$ cat config.mk
export PLATFORM = sky130hd
export DESIGN_NAME = phyacc_port
export DESIGN_NICKNAME = d
export VERILOG_FILES = /design/src/rtl/phyacc_pkg.sv /design/src/rtl/phyacc_ctlreg.sv /design/src/rtl/phyacc_hs_fsm.sv /design/src/rtl/phyacc_phy_model.sv /design/src/rtl/phyacc_port.sv
export SDC_FILE = /design/constraint.sdc
export NUM_CORES = 1
export LEC_CHECK = 0
export ABC_AREA = 0
export BUFFER_PORTS_ARGS = -buffer_cell sky130_fd_sc_hd__buf_2
export CAP_MARGIN = 30
export CORE_ASPECT_RATIO = 1.5
export CORE_MARGIN = 2
export CORE_UTILIZATION = 50
export DETAILED_ROUTE_END_ITERATION = 6
export PLACE_DENSITY = 0.72
export SYNTH_ARGS = -nofsm -noshare
export SYNTH_HDL_FRONTEND = slang
export SYNTH_SLANG_ARGS = --single-unit
$ cat constraint.sdc
create_clock -name clk -period 2.25 [get_ports clk]
set_input_delay 0.3375 -clock clk [delete_from_list [all_inputs] [get_ports clk]]
set_output_delay 0.3375 -clock clk [all_outputs]
set_load 0.05 [all_outputs]
$ cat src/rtl/phyacc_pkg.sv
// Package: shared field positions, handshake state type and the populated
// address map of the PHY delay register bank.
package phyacc_pkg;

    localparam int ADDR_W      = 8;
    localparam int DATA_W      = 8;
    localparam int WORD_W      = 32;
    localparam int F_ADDR_LSB  = 0;
    localparam int F_WDAT_LSB  = 8;
    localparam int F_RDAT_LSB  = 16;
    localparam int B_WR_REQ    = 24;
    localparam int B_RD_REQ    = 25;
    localparam int B_ACK       = 26;

    typedef enum logic [1:0] {
        HS_IDLE = 2'd0,
        HS_BUSY = 2'd1,
        HS_HOLD = 2'd2
    } hs_state_t;

    // True for the delay-register addresses that exist in the PHY bank.
    function automatic logic slot_populated(input logic [ADDR_W-1:0] a);
        return (a <= 8'h08) || ((a >= 8'h0B) && (a <= 8'h0D));
    endfunction

endpackage

$ cat src/rtl/phyacc_ctlreg.sv
// Module: holds the host-writable fields of the control word.
// Assumes: the host writes the whole word at once; read-only fields are
// sourced elsewhere and the bits carrying them are dropped here.
module phyacc_ctlreg
    import phyacc_pkg::*;
(
    input  logic              clk,
    input  logic              rst_n,
    input  logic              wr_en,
    input  logic [WORD_W-1:0] wdata,
    output logic [ADDR_W-1:0] addr_q,
    output logic [DATA_W-1:0] wbyte_q,
    output logic              wr_req_q,
    output logic              rd_req_q
);

    logic unused_bits;
    assign unused_bits = ^{wdata[WORD_W-1:B_ACK], wdata[F_RDAT_LSB+DATA_W-1:F_RDAT_LSB]};

    // Capture address, write byte and both request bits on a host write.
    always_ff @(posedge clk) begin
        if (!rst_n) begin
            addr_q   <= '0;
            wbyte_q  <= '0;
            wr_req_q <= 1'b0;
            rd_req_q <= 1'b0;
        end else if (wr_en) begin
            addr_q   <= wdata[F_ADDR_LSB +: ADDR_W];
            wbyte_q  <= wdata[F_WDAT_LSB +: DATA_W];
            wr_req_q <= wdata[B_WR_REQ];
            rd_req_q <= wdata[B_RD_REQ];
        end
    end

    AST_FIELDS_CAPTURED: assert property (@(posedge clk) disable iff (!rst_n)
        wr_en |=> (addr_q == $past(wdata[F_ADDR_LSB +: ADDR_W])) &&
                  (wbyte_q == $past(wdata[F_WDAT_LSB +: DATA_W])) &&
                  (wr_req_q == $past(wdata[B_WR_REQ])));

endmodule

$ cat src/rtl/phyacc_hs_fsm.sv
// Module: four-phase handshake controller.
// Finds rising edges of the request bits while idle, launches one PHY access,
// raises the acknowledge when the access finishes and clears it once both
// request bits are low. Assumes the PHY model accepts a start only when idle.
module phyacc_hs_fsm
    import phyacc_pkg::*;
#(
    parameter int ACK_LATENCY = 4
) (
    input  logic              clk,
    input  logic              rst_n,
    input  logic              wr_req,
    input  logic              rd_req,
    input  logic              phy_done,
    input  logic [DATA_W-1:0] phy_rbyte,
    output logic              phy_start,
    output logic              phy_start_wr,
    output logic              ack_q,
    output logic [DATA_W-1:0] rbyte_q
);

    localparam int BC_W = $clog2(ACK_LATENCY + 2);

    hs_state_t       state_q;
    logic            prev_wr_q;
    logic            prev_rd_q;
    logic            op_wr_q;
    logic [BC_W-1:0] busy_cnt_q;
    logic            wr_rise;
    logic            rd_rise;

    assign wr_rise      = wr_req & ~prev_wr_q;
    assign rd_rise      = rd_req & ~prev_rd_q;
    // A read request that is high at the edge makes the access read-only.
    assign phy_start    = (state_q == HS_IDLE) & (wr_rise | rd_rise);
    assign phy_start_wr = ~rd_req;

    // Remember the request levels of the previous cycle for edge detection.
    always_ff @(posedge clk) begin
        if (!rst_n) begin
            prev_wr_q <= 1'b0;
            prev_rd_q <= 1'b0;
        end else begin
            prev_wr_q <= wr_req;
            prev_rd_q <= rd_req;
        end
    end

    // Handshake state, acknowledge and read-byte capture.
    always_ff @(posedge clk) begin
        if (!rst_n) begin
            state_q <= HS_IDLE;
            ack_q   <= 1'b0;
            op_wr_q <= 1'b0;
            rbyte_q <= '0;
        end else begin
            unique case (state_q)
                HS_IDLE: begin
                    if (phy_start) begin
                        state_q <= HS_BUSY;
                        op_wr_q <= phy_start_wr;
                    end
                end
                HS_BUSY: begin
                    if (phy_done) begin
                        state_q <= HS_HOLD;
                        ack_q   <= 1'b1;
                        if (!op_wr_q) begin
                            rbyte_q <= phy_rbyte;
                        end
                    end
                end
                HS_HOLD: begin
                    if (!wr_req && !rd_req) begin
                        state_q <= HS_IDLE;
                        ack_q   <= 1'b0;
                    end
                end
                default: begin
                    state_q <= HS_IDLE;
                    ack_q   <= 1'b0;
                end
            endcase
        end
    end

    // Count cycles spent waiting for the PHY, for the latency bound check.
    always_ff @(posedge clk) begin
        if (!rst_n) begin
            busy_cnt_q <= '0;
        end else if (state_q != HS_BUSY) begin
            busy_cnt_q <= '0;
        end else if (busy_cnt_q != {BC_W{1'b1}}) begin
            busy_cnt_q <= busy_cnt_q + 1'b1;
        end
    end

    AST_ACK_BOUND: assert property (@(posedge clk) disable iff (!rst_n)
        (state_q == HS_BUSY) |-> (busy_cnt_q <= BC_W'(ACK_LATENCY)));

    AST_ACK_HOLD: assert property (@(posedge clk) disable iff (!rst_n)
        (ack_q && (wr_req || rd_req)) |=> ack_q);

    AST_ACK_DROP: assert property (@(posedge clk) disable iff (!rst_n)
        (ack_q && !wr_req && !rd_req) |=> !ack_q);

    AST_NO_START_WHEN_ACK: assert property (@(posedge clk) disable iff (!rst_n)
        ack_q |-> !phy_start);

endmodule

$ cat src/rtl/phyacc_phy_model.sv
// Module: behavioural PHY delay register bank with fixed access latency.
// A start latches address, byte and direction; after ACCESS_LATENCY cycles a
// one-cycle done pulse is produced. Only populated slots keep written data;
// all other addresses read as zero. Assumes start never arrives while busy.
module phyacc_phy_model
    import phyacc_pkg::*;
#(
    parameter int NUM_SLOTS      = 16,
    parameter int ACCESS_LATENCY = 4
) (
    input  logic              clk,
    input  logic              rst_n,
    input  logic              start,
    input  logic              start_wr,
    input  logic [ADDR_W-1:0] addr,
    input  logic [DATA_W-1:0] wbyte,
    output logic              done_q,
    output logic [DATA_W-1:0] rbyte_q
);

    localparam int IDX_W = $clog2(NUM_SLOTS);
    localparam int CNT_W = $clog2(ACCESS_LATENCY + 1);

    logic              busy_q;
    logic [CNT_W-1:0]  cnt_q;
    logic [ADDR_W-1:0] lat_addr_q;
    logic [DATA_W-1:0] lat_byte_q;
    logic              lat_wr_q;
    logic              finish;
    logic              commit;
    logic [DATA_W-1:0] slot_q [NUM_SLOTS];
    logic [DATA_W-1:0] rd_mux;

    assign finish = busy_q && (cnt_q == CNT_W'(ACCESS_LATENCY - 1));
    assign commit = finish && lat_wr_q;

    // One register per slot; unpopulated slots are tied to zero.
    for (genvar i = 0; i < NUM_SLOTS; i++) begin : g_slot
        localparam logic POP = slot_populated(ADDR_W'(i));
        if (POP) begin : g_pop
            logic [DATA_W-1:0] val_q;
            // Store the latched byte when a write to this slot completes.
            always_ff @(posedge clk) begin
                if (!rst_n) begin
                    val_q <= '0;
                end else if (commit && (lat_addr_q == ADDR_W'(i))) begin
                    val_q <= lat_byte_q;
                end
            end
            assign slot_q[i] = val_q;
        end else begin : g_empty
            assign slot_q[i] = '0;
        end
    end

    // Select the addressed slot; out-of-range addresses read zero.
    always_comb begin
        rd_mux = '0;
        if (lat_addr_q < ADDR_W'(NUM_SLOTS)) begin
            rd_mux = slot_q[lat_addr_q[IDX_W-1:0]];
        end
    end

    // Access sequencing: latch on start, count latency, pulse done.
    always_ff @(posedge clk) begin
        if (!rst_n) begin
            busy_q     <= 1'b0;
            cnt_q      <= '0;
            lat_addr_q <= '0;
            lat_byte_q <= '0;
            lat_wr_q   <= 1'b0;
            done_q     <= 1'b0;
            rbyte_q    <= '0;
        end else begin
            done_q <= 1'b0;
            if (start && !busy_q) begin
                busy_q     <= 1'b1;
                cnt_q      <= '0;
                lat_addr_q <= addr;
                lat_byte_q <= wbyte;
                lat_wr_q   <= start_wr;
            end else if (busy_q) begin
                if (finish) begin
                    busy_q  <= 1'b0;
                    done_q  <= 1'b1;
                    rbyte_q <= rd_mux;
                end else begin
                    cnt_q <= cnt_q + 1'b1;
                end
            end
        end
    end

    AST_NO_START_WHILE_BUSY: assert property (@(posedge clk) disable iff (!rst_n)
        busy_q |-> !start);

    AST_UNPOP_READ_ZERO: assert property (@(posedge clk) disable iff (!rst_n)
        (done_q && !lat_wr_q && !slot_populated(lat_addr_q)) |-> (rbyte_q == '0));

endmodule

$ cat src/rtl/phyacc_port.sv
// Module: top of the PHY register access port.
// Joins the control word register, the handshake controller and the PHY
// register bank model, and assembles the read-back view of the word.
// Assumes a single host that follows the four-phase protocol.
module phyacc_port
    import phyacc_pkg::*;
#(
    parameter int ACK_LATENCY = 4,
    parameter int NUM_SLOTS   = 16
) (
    input  logic        clk,
    input  logic        rst_n,
    input  logic        ctl_wr_en,
    input  logic [31:0] ctl_wdata,
    output logic [31:0] ctl_rdata
);

    logic [ADDR_W-1:0] addr_q;
    logic [DATA_W-1:0] wbyte_q;
    logic              wr_req_q;
    logic              rd_req_q;
    logic              phy_start;
    logic              phy_start_wr;
    logic              phy_done;
    logic [DATA_W-1:0] phy_rbyte;
    logic              ack_q;
    logic [DATA_W-1:0] rbyte_q;

    phyacc_ctlreg u_ctlreg (
        .clk      (clk),
        .rst_n    (rst_n),
        .wr_en    (ctl_wr_en),
        .wdata    (ctl_wdata),
        .addr_q   (addr_q),
        .wbyte_q  (wbyte_q),
        .wr_req_q (wr_req_q),
        .rd_req_q (rd_req_q)
    );

    phyacc_hs_fsm #(
        .ACK_LATENCY (ACK_LATENCY)
    ) u_fsm (
        .clk          (clk),
        .rst_n        (rst_n),
        .wr_req       (wr_req_q),
        .rd_req       (rd_req_q),
        .phy_done     (phy_done),
        .phy_rbyte    (phy_rbyte),
        .phy_start    (phy_start),
        .phy_start_wr (phy_start_wr),
        .ack_q        (ack_q),
        .rbyte_q      (rbyte_q)
    );

    phyacc_phy_model #(
        .NUM_SLOTS      (NUM_SLOTS),
        .ACCESS_LATENCY (ACK_LATENCY)
    ) u_phy (
        .clk      (clk),
        .rst_n    (rst_n),
        .start    (phy_start),
        .start_wr (phy_start_wr),
        .addr     (addr_q),
        .wbyte    (wbyte_q),
        .done_q   (phy_done),
        .rbyte_q  (phy_rbyte)
    );

    // Read-back view: upper bits zero, then ack, requests, read byte, write byte, address.
    assign ctl_rdata = {5'b0, ack_q, rd_req_q, wr_req_q, rbyte_q, wbyte_q, addr_q};

    AST_ACK_NEEDS_REQ_HISTORY: assert property (@(posedge clk) disable iff (!rst_n)
        $rose(ack_q) |-> (wr_req_q || rd_req_q || $past(wr_req_q || rd_req_q)));

endmodule

==> results.sh <==
export IMPL_run_status="finished clean"
export IMPL_ir_worst_vdd_mv=0.327
export IMPL_path_cells="or4_4 -> buf_4 -> nor4_4 -> buf_4 -> mux2i_1 -> nor2_1"
export IMPL_leakage_nw=2.86
export IMPL_design_area_mm2=0.00777
export IMPL_ant_nets=0
export IMPL_multi_input_area_mm2=0.00330
export IMPL_crit_fanout=9
export IMPL_netlist_area_mm2=0.00674
export IMPL_worstMarginPinSlew_ns=0.609
export IMPL_track_usage_pct=21.0
export IMPL_crit_top_cell="buf_4"
export IMPL_power_density_mw_per_mm2=786
export IMPL_n_antenna_cell=0
export IMPL_min_period_over_period_pct=92.4
export IMPL_grt_max_degree=82
export IMPL_cts_root_buf="clkbuf_16"
export IMPL_clk_pin_slew_worst_paths_ns=0.06
export IMPL_fin_nets=753
export IMPL_worstHoldPathType="primary input to flip-flop"
export IMPL_gp_congestion=0.841
export IMPL_post_cts_buffers=0
export IMPL_critical_path_slowest_cell="or4_4"
export IMPL_worstPathRequired_ns=2.55
export IMPL_firstDrtPassIters=5
export IMPL_start_util_pct=50.5
export IMPL_grt_pass1_vias=4987
export IMPL_cts_buffer_depth=2
export IMPL_cts_htree_levels=4
export IMPL_fmax_mhz=481
export IMPL_layout_min_cycle_time_ns=2.08
export IMPL_numPortBuffers=47
export IMPL_clk_latency_ns=0.42
export IMPL_vias=4864
export IMPL_via_per_inst=5.46
export IMPL_criticalPathCategory="flip-flop to flip-flop"
export IMPL_p_total_w=0.00611
export IMPL_num_rows=52
export IMPL_seq_area_frac_synth_pct=46.9
export IMPL_overflow=0
export IMPL_syn_avg_cell_area_um2=10.0
export IMPL_wirelength_um=14700
export IMPL_cts_hold_buffers_added=0
export IMPL_die_area_mm2=0.0144
export IMPL_setup_tns_ns=0
export IMPL_dieHeight_um=146
export IMPL_area_growth_pct=15.4
export IMPL_arrival_ns=2.38
export IMPL_fill_cells=1094
export IMPL_ys_types=36
export IMPL_cts_resized=0
export IMPL_ioPinCount=67
export IMPL_async_reset_ff_share_pct=0
export IMPL_slew_viol_final=0
export IMPL_start_kind="flip-flop"
export IMPL_place_area_mm2=0.00718
export IMPL_crit_path_end_kind="flip-flop"
export IMPL_core_area_mm2=0.0133
export IMPL_fp_dieW_um=98.8
export IMPL_hold_viol=0
export IMPL_cts_sinks=158
export IMPL_wl_per_cell_um=16.5
export IMPL_synth_seq_cells=158
export IMPL_skew_ns=0.00858
export IMPL_synth_edf_count=0
export IMPL_setup_viol=0
export IMPL_crit_family="simple AND/OR/NAND/NOR gates"
export IMPL_grt_pass1_wl_um=24100
export IMPL_max_cap_viol_count=0
export IMPL_grt_setup_unrepaired="no"
export IMPL_seq_area_mm2=0.00316
export IMPL_antenna_found_initial=0
export IMPL_synth_top_flop_cell="dfxtp_1"
export IMPL_slew_headroom_pct=59.4
export IMPL_drive_gt1_share_pct=18.1
export IMPL_slowest_delay_ns=0.58
export IMPL_cts_made_buffers=17
export IMPL_ys_warn_count=0
export IMPL_netlist_instances=674
export IMPL_drt_iter0_markers=265
export IMPL_cts_tree="done"
export IMPL_cp_buffers_inverters=2
export IMPL_drc_errors=0
export IMPL_hpwl_um=10100
## metal layers
metal | GRT usage [%] | share of wire [%]
met3 | 4.45 | 3.6
met5 | 0 | 0
met1 | 23.9 | 41
met4 | 9.86 | 2.6
met2 | 36.9 | 53
## per-stage QoR
step                std cells  hold slack (ns)  util, %  setup WS, ns
detailed placement        859            0.452     53.8         0.170
global route              891            0.160     58.3        0.0602
global placement          859            0.453     53.8         0.216
finish                    891            0.148     58.3         0.171
floorplan                 678            0.437        -         0.104
CTS                       891            0.143     58.3         0.151
## worst paths after layout
check             cells after the start                        endpoint  slack (ns)                start
setup / recovery                      6  u_phy.g_slot[1].g_pop.val_q[7]        0.17  u_phy.lat_addr_q[4]
hold / removal                        3             u_ctlreg.wbyte_q[4]        0.15        ctl_wdata[12]
setup reg to reg                      6  u_phy.g_slot[1].g_pop.val_q[7]        0.17  u_phy.lat_addr_q[4]
hold reg to reg                       2                     u_fsm.ack_q        0.45          u_fsm.ack_q
## Yosys cell counts, types with 3 or more instances
library cell  instances  area [um^2]
mux2i_1             180         1800
nor2_1              161          604
dfxtp_1             158         3160
clkbuf_1             38          143
o22ai_1              18          113
a21oi_1              12         60.1
nand2_1              10         37.5
nor4_4               10          213
or3b_2                9         78.8
a211oi_1              8         60.1
buf_4                 8         60.1
nand3_1               8         40.0
nor4_1                8         50.1
buf_1                 7         26.3
nand2b_1              5         31.3
and2_1                3         18.8
buf_2                 3         15.0
inv_1                 3         11.3
nand3b_1              3         22.5
## registers in the layout, indices dropped and copies added, names as in the netlist
name / cells
u_ctlreg.wr_req_q: 1
u_fsm.prev_wr_q: 1
u_fsm.rbyte_q: 8
u_phy.lat_addr_q: 8
u_phy.cnt_q: 3
u_phy.busy_q: 1
u_fsm.state_q: 2
u_phy.g_slot.g_pop.val_q: 96
u_fsm.ack_q: 1
u_fsm.op_wr_q: 1
u_ctlreg.rd_req_q: 1
u_ctlreg.addr_q: 8
u_phy.lat_byte_q: 8
u_phy.rbyte_q: 8
u_phy.lat_wr_q: 1
u_fsm.prev_rd_q: 1
u_ctlreg.wbyte_q: 8
u_phy.done_q: 1
## power by group
group / total (W) / leakage, nW / switching (W) / internal, W
sequential: 0.00289 / 1.28 / 0.0000515 / 0.00284
combinational: 0.000379 / 1.29 / 0.000259 / 0.000120
clock: 0.00284 / 0.289 / 0.00113 / 0.00171
total: 0.00611 / 2.86 / 0.00144 / 0.00466
## kinds of logic (layout without fill, tap and decap cells)
kind of cell,count (synthesis),after routing,share of synthesized area (%)
AOI/OAI and AO/OA,42,42,3.88
adders and majority gates,2,2,0.371
muxes,180,180,26.7
and+or+nand+nor,229,229,17.7
buffers and inverters,62,113,4.31
DFF,158,158,46.9
other,1,5,0.0557
## worst register-to-register path, cell delays in order, from the launching register on
cell and delay [ns]:
dfxtp_1 0.32, or4_4 0.58, buf_4 0.24, nor4_4 0.26, buf_4 0.27, mux2i_1 0.22
nor2_1 0.06
## layout by cell type (no fill, tap or decap), types with 4 or more instances in the layout
cell type	n
mux2i_1	180
nor2_1	161
dfxtp_1	157
buf_2	47
buf_4	27
o22ai_1	18
clkbuf_16	17
a21oi_1	12
nand2_1	10
nor4_4	10
or3b_2	9
nand3_1	8
nor4_1	8
a211oi_1	8
nand2b_1	5
conb_1	5
inv_6	4
## final cells by class
class	count	area share, %
timing repair buffer	77	6.41
multi-input combinational	458	42.5
inverter	4	0.225
clock inverter	11	1.67
sequential	158	40.7
tap	162	2.61
clock buffer	21	5.92
Note: power is estimated with default switching activity, not from simulation.
